File: config.mk
export PLATFORM = sky130hd
export DESIGN_NAME = link_msg_responder
export DESIGN_NICKNAME = d
export VERILOG_FILES = /design/src/rtl/link_resp_pkg.sv /design/src/rtl/link_frame_parser.sv /design/src/rtl/link_reply_source.sv /design/src/rtl/link_msg_responder.sv
export SDC_FILE = /design/constraint.sdc
export NUM_CORES = 1
export LEC_CHECK = 0
export BUFFER_PORTS_ARGS = -buffer_cell sky130_fd_sc_hd__buf_2
export CORE_MARGIN = 2
export CORE_UTILIZATION = 28
export DETAILED_ROUTE_END_ITERATION = 10
export PLACE_DENSITY = 0.52
export REMOVE_ABC_BUFFERS = 1
export SLEW_MARGIN = 20
export SYNTH_ARGS = -nofsm -noshare
export SYNTH_HDL_FRONTEND = slang
export SYNTH_SLANG_ARGS = --single-unit
export TNS_END_PERCENT = 100
File: constraint.sdc
create_clock -name clk -period 5.5 [get_ports clk]
set_clock_uncertainty 0.05 [all_clocks]
set_input_delay 1.1 -clock clk [delete_from_list [all_inputs] [get_ports clk]]
set_output_delay 1.1 -clock clk [all_outputs]
set_load 0.005 [all_outputs]
File: src/rtl/link_resp_pkg.sv
package link_resp_pkg;

   localparam logic [1:0] REG_RX_DATA = 2'd0;
   localparam logic [1:0] REG_TX_DATA = 2'd1;
   localparam logic [1:0] REG_RX_STAT = 2'd2;
   localparam logic [1:0] REG_TX_STAT = 2'd3;

   localparam int LEN_W = 16;
   localparam logic [31:0] ROUTE_FLAG = 32'h8000_0000;
   localparam logic [31:0] REPLY_LEN_WORD = 32'd4;

   typedef enum logic [1:0] {
      PS_HDR  = 2'd0,
      PS_ACT  = 2'd1,
      PS_BODY = 2'd2
   } parse_st_t;

endpackage

File: src/rtl/link_frame_parser.sv
module link_frame_parser
   import link_resp_pkg::*;
#(
   parameter int DL_FIRST = 18,
   parameter int DL_LAST  = 21
) (
   input  logic        clk,
   input  logic        rst_n,
   input  logic        byte_vld,
   input  logic [7:0]  byte_in,
   output logic        req_vld,
   output logic [31:0] req_action,
   output parse_st_t   pst
);

   localparam logic [31:0] DL_LO = DL_FIRST[31:0];
   localparam logic [31:0] DL_HI = DL_LAST[31:0];

   parse_st_t        st;
   logic [1:0]       hdr_idx;
   logic [LEN_W-1:0] len_lo;
   logic [LEN_W-1:0] rem;
   logic             routed;
   logic [1:0]       act_idx;
   logic [31:0]      act_sr;
   logic [31:0]      act_now;
   logic             frame_last;

   function automatic logic is_dl(input logic [31:0] a);
      return (a >= DL_LO) && (a <= DL_HI);
   endfunction

   assign pst = st;

   always_comb begin
      act_now    = {byte_in, act_sr[31:8]};
      frame_last = byte_vld && (st != PS_HDR) && (rem == LEN_W'(1));
      req_vld    = 1'b0;
      req_action = act_sr;
      if (frame_last && !routed) begin
         if (st == PS_ACT) begin
            req_action = act_now;
            req_vld    = (act_idx == 2'd3) && !is_dl(act_now);
         end else begin
            req_vld    = !is_dl(act_sr);
         end
      end
   end

   always_ff @(posedge clk) begin
      if (!rst_n) begin
         st      <= PS_HDR;
         hdr_idx <= 2'd0;
         len_lo  <= '0;
         rem     <= '0;
         routed  <= 1'b0;
         act_idx <= 2'd0;
         act_sr  <= '0;
      end else if (byte_vld) begin
         case (st)
            PS_HDR: begin
               hdr_idx <= hdr_idx + 2'd1;
               case (hdr_idx)
                  2'd0: len_lo[7:0]  <= byte_in;
                  2'd1: len_lo[15:8] <= byte_in;
                  2'd3: begin
                     if (len_lo != '0) begin
                        rem     <= len_lo;
                        routed  <= byte_in[7];
                        act_idx <= 2'd0;
                        st      <= byte_in[7] ? PS_BODY : PS_ACT;
                     end
                  end
                  default: ;
               endcase
            end
            PS_ACT: begin
               act_sr  <= act_now;
               act_idx <= act_idx + 2'd1;
               rem     <= rem - LEN_W'(1);
               if (rem == LEN_W'(1))
                  st <= PS_HDR;
               else if (act_idx == 2'd3)
                  st <= PS_BODY;
            end
            PS_BODY: begin
               rem <= rem - LEN_W'(1);
               if (rem == LEN_W'(1))
                  st <= PS_HDR;
            end
            default: st <= PS_HDR;
         endcase
      end
   end

   // inside a frame the remaining count never sits at zero
   assert_rem_live_R4: assert property (@(posedge clk) disable iff (!rst_n)
      (st != PS_HDR) |-> (rem != '0));

endmodule

File: src/rtl/link_reply_source.sv
module link_reply_source
   import link_resp_pkg::*;
#(
   parameter int         NUM_BOOT_REQ = 3,
   parameter logic [7:0] BOOT_TAG     = 8'd42
) (
   input  logic        clk,
   input  logic        rst_n,
   input  logic        load,
   input  logic [31:0] load_action,
   input  logic        pop,
   output logic        avail,
   output logic [7:0]  byte_out
);

   localparam logic [31:0] BOOT_LEN = ROUTE_FLAG | 32'd1;

   logic        boot_active;
   logic [7:0]  boot_byte;
   logic        rep_vld;
   logic [2:0]  rep_pos;
   logic [31:0] rep_act;
   logic [63:0] rep_frame;
   logic [7:0]  rep_byte;

   generate
      if (NUM_BOOT_REQ > 0) begin : g_boot
         localparam int BFW = $clog2(NUM_BOOT_REQ + 1);
         logic [BFW-1:0] frm;
         logic [2:0]     bpos;

         assign boot_active = (frm != BFW'(NUM_BOOT_REQ));

         always_comb begin
            case (bpos)
               3'd0:    boot_byte = BOOT_LEN[7:0];
               3'd1:    boot_byte = BOOT_LEN[15:8];
               3'd2:    boot_byte = BOOT_LEN[23:16];
               3'd3:    boot_byte = BOOT_LEN[31:24];
               default: boot_byte = BOOT_TAG;
            endcase
         end

         always_ff @(posedge clk) begin
            if (!rst_n) begin
               frm  <= '0;
               bpos <= 3'd0;
            end else if (pop && boot_active) begin
               if (bpos == 3'd4) begin
                  bpos <= 3'd0;
                  frm  <= frm + BFW'(1);
               end else begin
                  bpos <= bpos + 3'd1;
               end
            end
         end
      end else begin : g_noboot
         assign boot_active = 1'b0;
         assign boot_byte   = 8'h00;
      end
   endgenerate

   assign rep_frame = {rep_act, REPLY_LEN_WORD};
   assign rep_byte  = rep_frame[{rep_pos, 3'b000} +: 8];
   assign avail     = boot_active || rep_vld;
   assign byte_out  = boot_active ? boot_byte : (rep_vld ? rep_byte : 8'h00);

   always_ff @(posedge clk) begin
      if (!rst_n) begin
         rep_vld <= 1'b0;
         rep_pos <= 3'd0;
         rep_act <= '0;
      end else if (load) begin
         rep_vld <= 1'b1;
         rep_pos <= 3'd0;
         rep_act <= load_action;
      end else if (pop && !boot_active && rep_vld) begin
         rep_pos <= rep_pos + 3'd1;
         if (rep_pos == 3'd7)
            rep_vld <= 1'b0;
      end
   end

   // while startup requests remain, the reply read position is untouched
   assert_boot_first_R11: assert property (@(posedge clk) disable iff (!rst_n)
      (boot_active && !load) |=> ($stable(rep_pos) && $stable(rep_vld)));

   // popping an empty source leaves it empty
   assert_empty_pop_R3: assert property (@(posedge clk) disable iff (!rst_n)
      (pop && !avail && !load) |=> !avail);

endmodule

File: src/rtl/link_msg_responder.sv
module link_msg_responder
   import link_resp_pkg::*;
#(
   parameter int         NUM_BOOT_REQ = 3,
   parameter logic [7:0] BOOT_TAG     = 8'd42,
   parameter int         DL_FIRST     = 18,
   parameter int         DL_LAST      = 21
) (
   input  logic       clk,
   input  logic       rst_n,
   input  logic [1:0] reg_sel,
   input  logic       wr_en,
   input  logic       rd_en,
   input  logic [7:0] wdata,
   output logic [7:0] rdata
);

   initial begin
      assert (NUM_BOOT_REQ >= 0 && NUM_BOOT_REQ <= 255)
         else $error("NUM_BOOT_REQ out of range");
      assert (DL_FIRST >= 0 && DL_FIRST <= DL_LAST)
         else $error("download action range is empty or negative");
   end

   logic        byte_vld;
   logic        pop;
   logic        req_vld;
   logic [31:0] req_action;
   parse_st_t   pst;
   logic        avail;
   logic [7:0]  src_byte;

   assign byte_vld = wr_en && (reg_sel == REG_TX_DATA);
   assign pop      = rd_en && (reg_sel == REG_RX_DATA);

   link_frame_parser #(
      .DL_FIRST (DL_FIRST),
      .DL_LAST  (DL_LAST)
   ) u_parser (
      .clk        (clk),
      .rst_n      (rst_n),
      .byte_vld   (byte_vld),
      .byte_in    (wdata),
      .req_vld    (req_vld),
      .req_action (req_action),
      .pst        (pst)
   );

   link_reply_source #(
      .NUM_BOOT_REQ (NUM_BOOT_REQ),
      .BOOT_TAG     (BOOT_TAG)
   ) u_source (
      .clk         (clk),
      .rst_n       (rst_n),
      .load        (req_vld),
      .load_action (req_action),
      .pop         (pop),
      .avail       (avail),
      .byte_out    (src_byte)
   );

   always_comb begin
      case (reg_sel)
         REG_RX_DATA: rdata = src_byte;
         REG_RX_STAT: rdata = {7'b0, avail};
         REG_TX_STAT: rdata = 8'h01;
         default:     rdata = 8'h00;
      endcase
   end

   // a completed request is readable on the next cycle
   assert_reply_ready_R5: assert property (@(posedge clk) disable iff (!rst_n)
      req_vld |=> avail);

   // no reply is ever queued for a download action
   assert_no_dl_reply_R6: assert property (@(posedge clk) disable iff (!rst_n)
      req_vld |-> !((req_action >= DL_FIRST[31:0]) && (req_action <= DL_LAST[31:0])));

   // the parser only moves on transmit-data writes
   assert_ignore_other_wr_R10: assert property (@(posedge clk) disable iff (!rst_n)
      !byte_vld |=> $stable(pst));

endmodule

==> flow_results.org <==
** Outcome
- The run finished with clean final reports.

** Final layout
- Number of nets in the finished design :: 772
- Filler Cell Count :: approximately 2300
- The post-route netlist has approximately 12% of its cells at a drive strength greater than 1.
- Post-route core utilization :: 31.3%
- The finished cells cover 6530 µm².
- Compared with the post-synthesis result, the final layout area differs by 10.4%.
- The repair_antennas step left the layout with diodes totalling 0.

** Detailed routing
- Number of iterations in the first detailed-routing pass :: 5
- For this block, the via count after detailed routing is between 5000 and 6000.
- Wirelength per Cell :: approximately 16 µm
- Mean number of vias per cell :: about 5.1
- Aggregate routed wire length :: between 15000 and 20000 µm
- After detailed routing, the number of remaining DRC violations is 0.
- In this run the remaining antenna-violating nets after routing total 0.
- The first routing iteration left 400 violations.

** Yosys
- The synthesized design devotes to its leading area cell type a little under two fifths of total area.
- Post-synth EDFFs :: 0
- Prevailing post-synth register cell :: sky130_fd_sc_hd__dfxtp_1
- Yosys warns :: 0
- Cell type with the highest aggregate area in the netlist :: sky130_fd_sc_hd__dfxtp_1
- In this run the cell area of the synthesized design comes to between 5000 and 6000 µm².
- After synthesis, flip-flops and latches occupy a little under two fifths of the total area.
- Ranked by total cell area, the synthesized netlist is headed by sky130_fd_sc_hd__dfxtp_1 38%, sky130_fd_sc_hd__nand2_1 8.1%, sky130_fd_sc_hd__nand3_1 5.2%.
- Yosys mapped the design onto between 60 and 70 distinct sky130hd cell types.
- Fraction of synthesis flops using an asynchronous set or reset pin :: 0%
- Synthesis produced approximately 750 cells.
- Syn Area/Cell :: 7.92 µm²
- Number of register bits inferred by synthesis :: between 100 and 150

** Die
- The die covers 22300 µm².
- For this configuration, the core starts out at a cell density of about 28%.
- Num ports :: 22
- Die height :: between 100 and 150 µm
- Core region area :: roughly 21000 µm²
- Row generation in the floorplan step produced 53 rows.
- Measured along the x axis, the die boundary spans ~150 µm.

** Timing
- Adding up every negative setup slack in the final design gives 0 ps.
- The tightest hold path in the finished design has a slack of about 400 ps.
- The clock period could shrink to about 3400 ps.
- Static timing analysis puts the maximum clock frequency at 290 MHz.
- For the pin with the worst max-slew slack, the measured transition is approximately 940 ps.
- Normalized max-slew margin :: roughly 37%
- Setup violations remaining at the end of the flow were counted as 0.
- Hold violation total from the final report :: 0
- Share of the cycle needed by the critical path after routing :: between 60% and 70%
- Unrepaired setup endpoints after global routing :: false
- The final count of pins violating max slew is 0.

** GRT
- Number of antenna violations at the first check in global routing :: 0
- Global routing consumed, over all layers together, roughly 15% of the routing resources.
- Congestion Overflow GR :: 0
- Entering global routing, the biggest net connects 72 pins.
- Via count of the first global-routing pass :: ~4600
- The first global-routing pass estimated ~26000 µm of wire.

** Clock tree
- Post-CTS repair changed the size of 0 cells.
- Root buffer cell :: sky130_fd_sc_hd__clkbuf_16
- Source-to-sink clock delay at the later pin of the worst-skew pair :: roughly 360 ps
- In this run the post-CTS setup repair buffer count came out at 0.
- # hold bufs at CTS :: 0
- Reg clk slew, reported paths :: about 80 ps
- Counting every sink on the clock net gives between 100 and 150.
- Longest Clk Path Bufs :: 2
- CTS tree :: yes
- H-Tree Level Count :: 3
- In this run, CTS created clock tree buffers numbering 9.

** Critical path
- CP Max Fanout :: 10
- Crit path capture type :: primary output
- Delay of the slowest cell on the worst path :: 780 ps
- Max stage delay cell, worst path :: sky130_fd_sc_hd__dfxtp_1
- Startpoint of the worst register-to-register path :: u_parser.pst[0]
- STA puts the critical path data required time at between 4000 and 5000 ps.
- Crit path from :: u_source.rep_pos[0]
- Cell family with the largest share of critical-path delay :: flip-flops
- Data arrival time of the critical path :: between 2000 and 2500 ps
- The worst setup path is of the reg -> out kind.
- Worst-path cell chain :: mux4_2 > a21oi_1 > o21ai_0 > o21a_1 > buf_2
- Together, buffers and inverters on the worst path number 1.
- CP Launch Type :: flop

** Placement
- Routability-driven placement finished with a final weighted congestion of around 0.76.
- The count of buffers added on input and output ports is 21.
- Detailed placement finished with a half-perimeter wire length of between 10000 and 15000 µm.
- Cell Area, Placed :: 6220 µm²

** Power
- Across the VDD grid, the largest voltage drop is just over 0.0001 V.
- Power Density :: 238 nW/µm²
- The design draws 1.56 mW.
- In this run the static leakage power is about 2.3 nW.

** Job
- Max-cap violations in this run came to 0.

** Worst hold path
- Worst hold path startpoint :: u_source.rep_act[28]
- Class of the tightest hold or removal check :: reg -> reg
[kinds of logic after synthesis]
family / count (synthesis) / share of synthesized area, %
and+or+nand+nor: 301 / 24.2
AOI/OAI and AO/OA: 180 / 19.0
DFF: 112 / 37.9
buffers and inverters: 95 / 6.45
muxes: 36 / 7.83
adders and majority gates: 19 / 4.02
xor gates and xnor gates: 4 / 0.592
[registers in the layout, indices dropped and copies added, names as in the netlist]
register	cells
u_parser.pst	2
u_parser.routed	1
u_parser.act_idx	2
u_source.rep_pos	3
u_source.rep_vld	1
u_parser.rem	16
u_source.g_boot.frm	2
u_parser.hdr_idx	2
u_parser.act_sr	32
u_source.rep_act	32
u_source.g_boot.bpos	3
u_parser.len_lo	16
[per-stage QoR]
stage          setup WS [ps]  cells
2_1_floorplan           2300    699
6_report                2050   1019
5_1_grt                 1900   1019
4_1_cts                 2010   1019
3_3_place_gp            1960   1003
3_5_place_dp            1880   1003
[cell usage after synthesis, types with 3 or more instances]
| cell | count |
|---|---|
| sky130_fd_sc_hd__ha_1 | 19 |
| sky130_fd_sc_hd__nand2b_1 | 3 |
| sky130_fd_sc_hd__nor2b_1 | 8 |
| sky130_fd_sc_hd__o21ai_1 | 4 |
| sky130_fd_sc_hd__nand4_1 | 6 |
| sky130_fd_sc_hd__nor3_1 | 15 |
| sky130_fd_sc_hd__mux2i_1 | 26 |
| sky130_fd_sc_hd__nand2_1 | 128 |
| sky130_fd_sc_hd__xnor2_1 | 4 |
| sky130_fd_sc_hd__and3_1 | 4 |
| sky130_fd_sc_hd__nand3_1 | 62 |
| sky130_fd_sc_hd__inv_1 | 45 |
| sky130_fd_sc_hd__or4_1 | 4 |
| sky130_fd_sc_hd__o21ai_0 | 55 |
| sky130_fd_sc_hd__nor4_1 | 16 |
| sky130_fd_sc_hd__nor2_1 | 36 |
| sky130_fd_sc_hd__a31oi_1 | 6 |
| sky130_fd_sc_hd__buf_6 | 3 |
| sky130_fd_sc_hd__o211ai_1 | 5 |
| sky130_fd_sc_hd__clkbuf_1 | 42 |
| sky130_fd_sc_hd__mux4_2 | 8 |
| sky130_fd_sc_hd__o21ai_2 | 20 |
| sky130_fd_sc_hd__nor3_2 | 4 |
| sky130_fd_sc_hd__o21a_1 | 6 |
| sky130_fd_sc_hd__dfxtp_1 | 112 |
| sky130_fd_sc_hd__a21oi_1 | 59 |
| sky130_fd_sc_hd__o22ai_1 | 4 |
| sky130_fd_sc_hd__a21boi_0 | 5 |
[metal layers]
metal | vias to the layer above | global-route usage, % | wire, µm | share of wire [%]
met4 | 0 | 4.19 | 207 | 1.3
met1 | 2477 | 21.0 | 8050 | 50
li1 | 2601 | - | - | -
met2 | 75 | 23.0 | 7350 | 46
met3 | 13 | 2.42 | 483 | 3.0
met5 | - | 0 | 0 | 0
[worst min-delay path, cell delays in order (launching register included)]
cell	delay, ps
sky130_fd_sc_hd__dfxtp_1	320
sky130_fd_sc_hd__nand2_1	50
sky130_fd_sc_hd__o21ai_1	50
[power by group]
group          switching [mW]  total (mW)  internal (mW)
Combinational          0.0381      0.0535         0.0153
Clock                   0.319       0.686          0.368
Sequential            0.00322       0.817          0.814
[path summary, 6_finish.rpt]
| check | end | slack [ps] | cells past startpoint |
|---|---|---|---|
| worst max-delay path | rdata[0] | 2050 | 5 |
| worst min-delay path | u_source.rep_act[28] | 400 | 2 |
| worst max register to register | u_parser.rem[15] | 2680 | 5 |
| worst min register to register | u_source.rep_act[28] | 400 | 2 |
[layout make-up]
cell class	instances	area, µm²	share of cell area, %
Timing Repair Buffer	29	165	2.53
Clock inverter	6	68.8	1.05
Sequential cell	112	2240	34.3
Inverter	47	176	2.70
Multi-Input combinational cell	540	3300	50.5
Clock buffer	10	239	3.66
Tap cell	275	344	5.27
[placed cells by master, fill, tap and decap left out, drive strengths merged, types with 2 or more instances in the layout]
master  Yosys  final
a21boi      5      5
a21oi      59     59
a31oi       6      6
and3        4      4
buf         6     29
clkbuf     42     10
clkinv      1      5
dfxtp     112    112
ha         19     19
inv        46     46
mux2        2      2
mux2i      26     26
mux4        8      8
nand2     128    128
nand2b      3      3
nand3      62     62
nand3b      2      2
nand4       6      6
nor2       36     36
nor2b       8      8
nor3       20     20
nor3b       2      2
nor4       16     16
o211ai      5      5
o21a        6      6
o21ai      79     79
o22ai       5      5
or3         2      2
or4         5      5
xnor2       4      4
No activity file was read; power rests on OpenSTA's default activity.
